**src/rtl/rdv_pkg.sv**
```systemverilog
package rdv_pkg;

   // Outcome of one pass through the decision stage
   typedef enum logic [1:0] {
      ACT_IDLE = 2'd0,
      ACT_BUMP = 2'd1,
      ACT_FIRE = 2'd2
   } rdv_act_e;

endpackage

```
**src/rtl/rdv_slot_store.sv**
```systemverilog
module rdv_slot_store #(
   parameter int SLOTS  = 8,
   parameter int CNT_W  = 3,
   localparam int SLOT_W = $clog2(SLOTS)
) (
   input  logic                   clk,
   input  logic                   rst,
   input  logic [SLOT_W-1:0]      rd_idx,
   output logic [CNT_W-1:0]       rd_cnt,
   input  logic                   wr_en,
   input  logic [SLOT_W-1:0]      wr_idx,
   input  logic [CNT_W-1:0]       wr_cnt,
   input  logic                   clr_start,
   output logic                   busy,
   output logic [SLOTS*CNT_W-1:0] cnt_all
);

   logic              busy_q;
   logic [SLOT_W-1:0] sweep_q;

   // one counter register per slot
   for (genvar g = 0; g < SLOTS; g++) begin : g_slot
      logic [CNT_W-1:0] cnt_q;
      always_ff @(posedge clk) begin
         if (rst)
            cnt_q <= '0;
         else if (busy_q && sweep_q == SLOT_W'(g))
            cnt_q <= '0;
         else if (!busy_q && wr_en && wr_idx == SLOT_W'(g))
            cnt_q <= wr_cnt;
      end
      assign cnt_all[g*CNT_W +: CNT_W] = cnt_q;
   end

   assign rd_cnt = cnt_all[rd_idx*CNT_W +: CNT_W];

   // clear walk: one slot per cycle
   always_ff @(posedge clk) begin
      if (rst) begin
         busy_q  <= 1'b0;
         sweep_q <= '0;
      end else if (busy_q) begin
         if (sweep_q == SLOT_W'(SLOTS - 1)) begin
            busy_q  <= 1'b0;
            sweep_q <= '0;
         end else begin
            sweep_q <= sweep_q + 1'b1;
         end
      end else if (clr_start) begin
         busy_q  <= 1'b1;
         sweep_q <= '0;
      end
   end

   assign busy = busy_q;

   // independent run-length counter for the walk checks
   logic [SLOT_W:0] run_q;
   always_ff @(posedge clk) begin
      if (rst || !busy_q) run_q <= '0;
      else                run_q <= run_q + 1'b1;
   end

   p_busy_len_r8: assert property (@(posedge clk) disable iff (rst)
      busy_q |-> (run_q < (SLOT_W+1)'(SLOTS)));

   p_busy_full_r8: assert property (@(posedge clk) disable iff (rst)
      $fell(busy_q) |-> ($past(run_q) == (SLOT_W+1)'(SLOTS - 1)));

   p_sweep_zero_r8: assert property (@(posedge clk) disable iff (rst)
      $fell(busy_q) |-> (cnt_all == '0));

endmodule

```
**src/rtl/rdv_decide.sv**
```systemverilog
module rdv_decide
   import rdv_pkg::*;
#(
   parameter int CNT_W = 3
) (
   input  logic             valid,
   input  logic [CNT_W-1:0] stored_cnt,
   input  logic             fwd_hit,
   input  logic [CNT_W-1:0] fwd_cnt,
   input  logic [CNT_W-1:0] need,
   output rdv_act_e         act,
   output logic [CNT_W-1:0] next_cnt
);

   logic [CNT_W-1:0] cur;

   always_comb begin
      cur      = fwd_hit ? fwd_cnt : stored_cnt;
      act      = ACT_IDLE;
      next_cnt = cur;
      if (valid) begin
         if (cur < need) begin
            act      = ACT_BUMP;
            next_cnt = cur + 1'b1;
         end else begin
            act      = ACT_FIRE;
            next_cnt = '0;
         end
      end
   end

endmodule

```
**src/rtl/rdv_counted_match.sv**
```systemverilog
module rdv_counted_match
   import rdv_pkg::*;
#(
   parameter int SLOTS  = 8,
   parameter int CNT_W  = 3,
   parameter int FOFS_W = 6,
   localparam int SLOT_W = $clog2(SLOTS)
) (
   input  logic              clk,
   input  logic              rst,
   input  logic              tok_valid,
   input  logic [SLOT_W-1:0] tok_slot,
   input  logic [CNT_W-1:0]  tok_need,
   input  logic [FOFS_W-1:0] tok_opa,
   input  logic [FOFS_W-1:0] tok_opb,
   input  logic              clr_req,
   output logic              busy,
   output logic              fire_valid,
   output logic [FOFS_W-1:0] fire_opa,
   output logic [FOFS_W-1:0] fire_opb
);

   // elaboration checks
   if (SLOTS < 2 || (1 << SLOT_W) != SLOTS) begin : g_bad_slots
      $error("SLOTS must be a power of two of at least 2");
   end
   if (CNT_W < 1 || FOFS_W < 1) begin : g_bad_width
      $error("CNT_W and FOFS_W must be positive");
   end

   logic accept;
   assign accept = tok_valid && !busy && !clr_req;

   // stage 1: captured token, counter read
   logic              s1_v;
   logic [SLOT_W-1:0] s1_slot;
   logic [CNT_W-1:0]  s1_need;
   logic [FOFS_W-1:0] s1_opa, s1_opb;

   always_ff @(posedge clk) begin
      if (rst) begin
         s1_v <= 1'b0;
      end else begin
         s1_v <= accept;
      end
      s1_slot <= tok_slot;
      s1_need <= tok_need;
      s1_opa  <= tok_opa;
      s1_opb  <= tok_opb;
   end

   // stage 2: writeback
   logic              s2_v;
   logic              s2_fire;
   logic [SLOT_W-1:0] s2_slot;
   logic [CNT_W-1:0]  s2_cnt;
   logic [FOFS_W-1:0] s2_opa, s2_opb;

   logic [CNT_W-1:0]       rd_cnt;
   logic [SLOTS*CNT_W-1:0] cnt_all;
   logic                   fwd_hit;
   rdv_act_e               act;
   logic [CNT_W-1:0]       next_cnt;

   rdv_slot_store #(.SLOTS(SLOTS), .CNT_W(CNT_W)) u_store (
      .clk       (clk),
      .rst       (rst),
      .rd_idx    (s1_slot),
      .rd_cnt    (rd_cnt),
      .wr_en     (s2_v),
      .wr_idx    (s2_slot),
      .wr_cnt    (s2_cnt),
      .clr_start (clr_req),
      .busy      (busy),
      .cnt_all   (cnt_all)
   );

   // the writeback stage holds a newer count than the store
   assign fwd_hit = s2_v && !busy && (s2_slot == s1_slot);

   rdv_decide #(.CNT_W(CNT_W)) u_decide (
      .valid      (s1_v),
      .stored_cnt (rd_cnt),
      .fwd_hit    (fwd_hit),
      .fwd_cnt    (s2_cnt),
      .need       (s1_need),
      .act        (act),
      .next_cnt   (next_cnt)
   );

   always_ff @(posedge clk) begin
      if (rst) begin
         s2_v    <= 1'b0;
         s2_fire <= 1'b0;
      end else begin
         s2_v    <= s1_v;
         s2_fire <= (act == ACT_FIRE);
      end
      s2_slot <= s1_slot;
      s2_cnt  <= next_cnt;
      s2_opa  <= s1_opa;
      s2_opb  <= s1_opb;
   end

   assign fire_valid = s2_v && s2_fire;
   assign fire_opa   = s2_opa;
   assign fire_opb   = s2_opb;

   function automatic logic [CNT_W-1:0] cnt_at(input logic [SLOTS*CNT_W-1:0] f,
                                               input logic [SLOT_W-1:0] i);
      return f[i*CNT_W +: CNT_W];
   endfunction

   p_fire_lat_r5: assert property (@(posedge clk) disable iff (rst)
      fire_valid |-> ($past(tok_valid, 2) && !$past(clr_req, 2) && !$past(busy, 2)));

   p_fire_clears_r3: assert property (@(posedge clk) disable iff (rst)
      (fire_valid && !busy) |=> (cnt_at(cnt_all, $past(s2_slot)) == '0));

endmodule

```
**config.mk**
```make
export PLATFORM = sky130hd
export DESIGN_NAME = rdv_counted_match
export DESIGN_NICKNAME = d
export VERILOG_FILES = /design/src/rtl/rdv_pkg.sv /design/src/rtl/rdv_slot_store.sv /design/src/rtl/rdv_decide.sv /design/src/rtl/rdv_counted_match.sv
export SDC_FILE = /design/constraint.sdc
export NUM_CORES = 1
export LEC_CHECK = 0
export BUFFER_PORTS_ARGS = -buffer_cell sky130_fd_sc_hd__buf_4
export CAP_MARGIN = 10
export CORE_ASPECT_RATIO = 0.7
export CORE_UTILIZATION = 40
export CTS_CLUSTER_SIZE = 8
export DETAILED_ROUTE_END_ITERATION = 8
export GPL_TIMING_DRIVEN = 1
export HOLD_SLACK_MARGIN = 0.02
export PLACE_DENSITY_LB_ADDON = 0.25
export SYNTH_ARGS = -nofsm -noshare
export SYNTH_HDL_FRONTEND = slang
export SYNTH_SLANG_ARGS = --single-unit
```
**constraint.sdc**
```tcl
create_clock -name clk -period 3.16 [get_ports clk]
set_clock_uncertainty 0.15 [all_clocks]
set_input_delay 0.158 -clock clk [delete_from_list [all_inputs] [get_ports clk]]
set_output_delay 0.158 -clock clk [all_outputs]
set_load 0.03 [all_outputs]
```
### Word level (Yosys, flattened, before mapping)

Index checks and enable logic that the tools add are counted.

| operators by class | value |
|---|---|
| shifts and indexed selects | 1 |
| multipliers | 1 |
| add/subtract/negate cells | 2 |
| eq/ne operators | 16 |
| magnitude comparators | 1 |
| reduce and logical (&&, ||, !) cells | 34 |
| muxes and demuxes | 11 |

Operators with widths:

| operator | count |
|---|---|
| 3-bit equality test, second input constant | 8 |
| 24-bit by 6-bit variable part select with 3-bit output | 1 |
| 1-bit logical AND | 21 |
| 3-bit 2-to-1 mux | 6 |
| 2-bit OR reduction | 8 |
| 3-bit by 2-bit equality test with 1-bit output, second input constant | 4 |
| 3-bit by 1-bit adder with 3-bit output, second input constant | 2 |
| 3-bit by 1-bit equality test with 1-bit output, second input constant | 2 |
| 3-bit zero test | 2 |
| 3-bit by 2-bit multiplier with 5-bit output, second input constant | 1 |
| 2-bit 2-to-1 mux | 2 |
| 3-bit equality test | 1 |
| 3-bit less-than comparator | 1 |
| 1-bit 2-to-1 mux | 3 |
| 2-bit equality test, second input constant | 1 |
| 1-bit zero test | 2 |
| 2-bit nonzero test | 1 |

| storage, ports and cells | value |
|---|---|
| word-level logic and storage cells | 87 |
| flip-flop bits (word level) | 67 |
| input port bits | 22 |

### Depth between registers and ports, before layout

| depth | value |
|---|---|
| word-level depth | 8 |
| mapped depth | 11 |
| gate-level depth less buffers | 10 |

### Cells and area by module

A second synthesis with hierarchy kept.

| second synthesis, totals | value |
|---|---|
| cells, all modules | 234 |
| area total of the unflattened synthesis | 2518.7 um2 |

Modules (own cells, without submodules):

| module | cells each | area each (um2) | times used |
|---|---|---|---|
| rdv_slot_store | 162 | 1498.9 | 1 |
| rdv_counted_match | 48 | 854.6 | 1 |
| rdv_decide | 24 | 165.2 | 1 |

### Worst setup path before layout

Ideal clock, no wire load.

| timing | value |
|---|---|
| kind | reg-to-reg |
| start point | register s1_slot[0] |
| end point | register s2_cnt[1] |
| slack | 659 ps |
| data required time | 2892 ps |
| setup time | 118 ps |
| data arrival time | 2233 ps |
| path buffers | 1 |
| stages on the path, launching flop included | 12 |
| cell sequence | dfxtp_1 -> buf_6 -> mux4_1 -> mux2i_1 -> nand2_1 -> o21ai_0 -> inv_1 -> ha_1 -> o221ai_2 -> o221a_4 -> a21oi_2 -> o21ai_1 |

| between the ends | value |
|---|---|
| longest elaborated chain between the ends | 6 |

Ends and longest elaborated chain:

| what | line | source |
|---|---|---|
| from (decl) | rdv_counted_match.sv:36 | `logic [SLOT_W-1:0] s1_slot;` |
| from (signal assigned) | rdv_counted_match.sv:46 | `s1_slot <= tok_slot;` |
| 3-bit by 2-bit multiplier with 5-bit output / 3-bit equality test (equally long branches) | rdv_slot_store.sv:35, rdv_counted_match.sv:79 |  |
| 24-bit by 6-bit variable part select with 3-bit output / 1-bit logical AND (equally long branches) | rdv_slot_store.sv:35, rdv_counted_match.sv:79 |  |
| 3-bit 2-to-1 mux (*) | rdv_decide.sv:18 | `cur = fwd_hit ? fwd_cnt : stored_cnt;` |
| 3-bit by 1-bit adder with 3-bit output / 3-bit less-than comparator (equally long branches) | rdv_decide.sv:24, rdv_decide.sv:22 |  |
| 3-bit 2-to-1 mux | rdv_decide.sv:22 | `if (cur < need) begin` |
| 3-bit 2-to-1 mux (*) | rdv_decide.sv:21 | `if (valid) begin` |
| via next_cnt[1] | rdv_counted_match.sv:63 | `logic [CNT_W-1:0] next_cnt;` |
| to (signal assigned) | rdv_counted_match.sv:100 | `s2_cnt <= next_cnt;` |
| to (decl) | rdv_counted_match.sv:56 | `logic [CNT_W-1:0] s2_cnt;` |

Mark *: on every way through the listed nets, which the timed path passes. The rest lies on a longest branch.
A chain may end at the register's enable or synchronous reset.

### Worst setup path after layout

| timing | value |
|---|---|
| start point | register s1_slot[0] |
| end point | register s2_cnt[2] |

The elaborated chain is that of the path after synthesis.

==> results.yml <==
status:
  status: "completed"
routing:
  ant_nets: 0
  detail_route.wl_per_cell_um: 14.1
  first_pass_iters: 4
  highest_layer: "met4"
  drtIter0Drc: 57
  dr_total_vias: 1746
  vias_per_cell: 4.84
  routed-wl-met3_um: 271
  drc: 0
  wirelength_mm: 5.11
  wl_met1_mm: 2.66
  wl_met2_mm: 2.14
sta:
  finalWorstSetupSlack_ps: 384
  finalMaxSlewViolations: 0
  relSlewSlack_pct: 59.5
  rsz0062_at_grt: "false"
  finalSetupViolCount: 0
  hold_viol_final: 0
  fin_crit_sh_pct: 87.9
  worst_pin_slew_ps: 606
  max_freq_ghz: 0.360
  period_minus_slack_ps: 2780
  fin_setup_tns_ps: 0
clocking:
  clk_latency_ps: 340
  numCtsBuffers: 9
  htree_levels: 3
  clk_pin_slew_ps: 70
  clock_sinks: 67
  tritoncts: "yes"
  cts_resized: 0
  cts_root_buf: "clkbuf_8"
  clockBufferDepth: 2
die:
  start_util_pct: 42.1
  dieWidth_um: 95.5
  die_h_um: 67.5
  die_area_um2: 6450
  core_region_area_um2: 5810
  io_pins: 36
  row_count: 23
logic_synthesis:
  synth_warnings: 0
  synth_xor_area_share_pct: 1.07
  yosys-top-cells-count: "67 x dfxtp_1, 29 x nor2_1, 19 x mux2i_1"
  synth.area.top_cells: "dfxtp_1 55%, mux2i_1 7.8%, nor2_1 4.4%, mux4_1 4.3%, ha_1 3.6%"
  synth-simple-area-share_pct: 12.6
  syn-num-nets: 248
  synth_most_common_cell: "dfxtp_1"
  syn_inst: 219
  synth_ff_type: "dfxtp_1"
  netlist.area_leader.share_pct: 54.7
  ys_seq_area_share_pct: 54.7
  synth_fa_ha_area_share_pct: 3.58
  syn_avg_cell_area_um2: 11.2
  synth_cell_type_count: 38
  synthMuxAreaShare_pct: 15.5
  ys_async_sr_fraction_pct: 0
  synth-edff-count: 0
  synth_area_um2: 2450
  synth_top_family_by_area: "multiplexers"
  synth_seq_cells: 67
  yosysTopAreaCell: "dfxtp_1"
  synth_compound_gate_area_share_pct: 9.19
setup_path:
  worstPathMaxFanout: 6
  start_kind: "flip-flop"
  crit_chain: "buf_4, xnor2_1, nand4_1, o21ai_0, inv_1, ha_1, o221ai_2, o221a_4, a21oi_1, o21ai_1"
  path_buf_inv: 2
  cp_slowest_cell: "dfxtp_1"
  startpoint: "s1_slot[0]$_DFF_P_"
  max_stage_delay_ps: 430
  worstPathArrival_ps: 2840
  path_class: "flip-flop to flip-flop"
  critPathTopFamily: "compound AO/OA/AOI/OAI gates"
  cp-end-kind: "flip-flop"
  crit_required_ps: 3230
  r2r_start: "s1_slot[0]$_DFF_P_"
power_and_ir_drop:
  p_sw_uw: 400
  leakagePower_nw: 1.39
  seqPwrFrac_pct: 47.7
  comb_power_share_pct: 7.0
  worst_ir_drop_vdd_v: 0.000243
  p_per_area_nw_per_um2: 576
  clock_power_share_pct: 45.3
  p_int_mw: 1.46
  switching_share_pct: 21.5
grt:
  track_usage_pct: 17.4
  antenna_found_initial: 0
  overflow: 0
  grt_max_degree: 17
  grt_pass1_vias: 1579
  grt_pass1_wl_mm: 7.85
layout:
  antenna_cells: 0
  drive_above_1_share_pct: 22.7
  nets: 310
  area_growth_pct: 32.0
  multi_input_area_um2: 1030
  final_cells: 361
  utilization_pct: 55.6
  seq_area_um2: 1340
  nFillCells: 510
min_path:
  min_from: "s1_opb[1]$_DFF_P_"
  hold_path.class: "flip-flop to flip-flop"
flow_run:
  max_cap_viol_count: 0
place:
  io_buffers: 35
  post-dp-hpwl_mm: 3.57
  dp_slack_ps: 431
  dp.cells: 324
  routabilityCongestion: 0.812
[worst register-to-register path, stage by stage, from the launching register on]
cell      delay, ps
dfxtp_1         430
buf_4           190
xnor2_1         150
nand4_1         290
o21ai_0         400
inv_1            80
ha_1            320
o221ai_2        100
o221a_4         330
a21oi_1         140
o21ai_1          80
[final timing paths]
check	to	slack, ps	cells past startpoint
hold reg to reg	fire_opb[1]$_DFF_P_	180	0
setup / recovery	s2_cnt[2]$_DFF_P_	380	10
hold / removal	fire_opb[1]$_DFF_P_	180	0
setup reg to reg	s2_cnt[2]$_DFF_P_	380	10
[cell families after synthesis]
logic type,count (synthesis)
DFF,67
buffers and inverters,17
muxes,28
xor gates and xnor gates,3
and+or+nand+nor,65
AOI/OAI and AO/OA,32
adders and majority gates,7
[power by group through the flow]
stage	sequential, mW	combinational, mW	clock [mW]
after floorplan	0.919	0.0489	0
after global routing	0.891	0.141	0.906
after global placement	0.906	0.109	0
after CTS	0.888	0.130	0.865
after detailed placement	0.907	0.109	0
final	0.888	0.130	0.843
[routing by layer]
metal,vias up,track usage (%)
li1,885,-
met1,825,23.6
met2,31,24.3
met3,5,8.78
met4,0,4.66
met5,-,0
[area by class of cell]
cell class	count	area share, %
Clock inverter	7	3.60
Clock buffer	9	3.83
Sequential cell	67	41.5
Tap cell	75	2.90
Multi-Input combinational cell	135	31.8
Inverter	9	1.04
Timing Repair Buffer	59	15.3
[sequential cells by signal (all words and copies together) (netlist names)]
| signal | count |
|---|---|
| u_store.g_slot.cnt_q | 24 |
| fire_opa | 6 |
| fire_opb | 6 |
| s1_opa | 6 |
| s1_opb | 6 |
| s1_need | 3 |
| s1_slot | 3 |
| s2_cnt | 3 |
| s2_slot | 3 |
| u_store.sweep_q | 3 |
| s1_v | 1 |
| s2_fire | 1 |
| s2_v | 1 |
| u_store.busy | 1 |
[what timing repair did]
item / CTS / global route
hold buffers: 21 / 0
endpoints found under the hold margin: 25 / 0
setup buffers: 0 / 0
[through the flow]
step | cell area, µm² | power [mW] | hold WS [ps]
floorplan | 2450 | 0.968 | 35.7
global placement | 2780 | 1.01 | 112
detailed placement | 2780 | 1.02 | 113
CTS | 3230 | 1.88 | 179
global route | 3230 | 1.94 | 185
finish | 3230 | 1.86 | 176
[placed cells by master, fill, tap and decap left out, types with 2 or more instances in the layout]
cell type	count
dfxtp_1	67
buf_4	38
nor2_1	29
dlygate4sd3_1	21
mux2i_1	19
a21oi_1	12
nand2_1	10
inv_1	9
clkbuf_8	9
ha_1	7
nand2b_1	5
nand3_1	5
a21o_1	5
mux4_1	4
o21ai_0	4
xnor2_1	3
a31o_2	3
nand3b_1	3
bufinv_16	3
nor2b_1	2
nand4_1	2
mux4_2	2
o21ai_1	2
nor3_1	2
nor3b_1	2
clkinv_2	2
(Power assumes the default switching activity.)
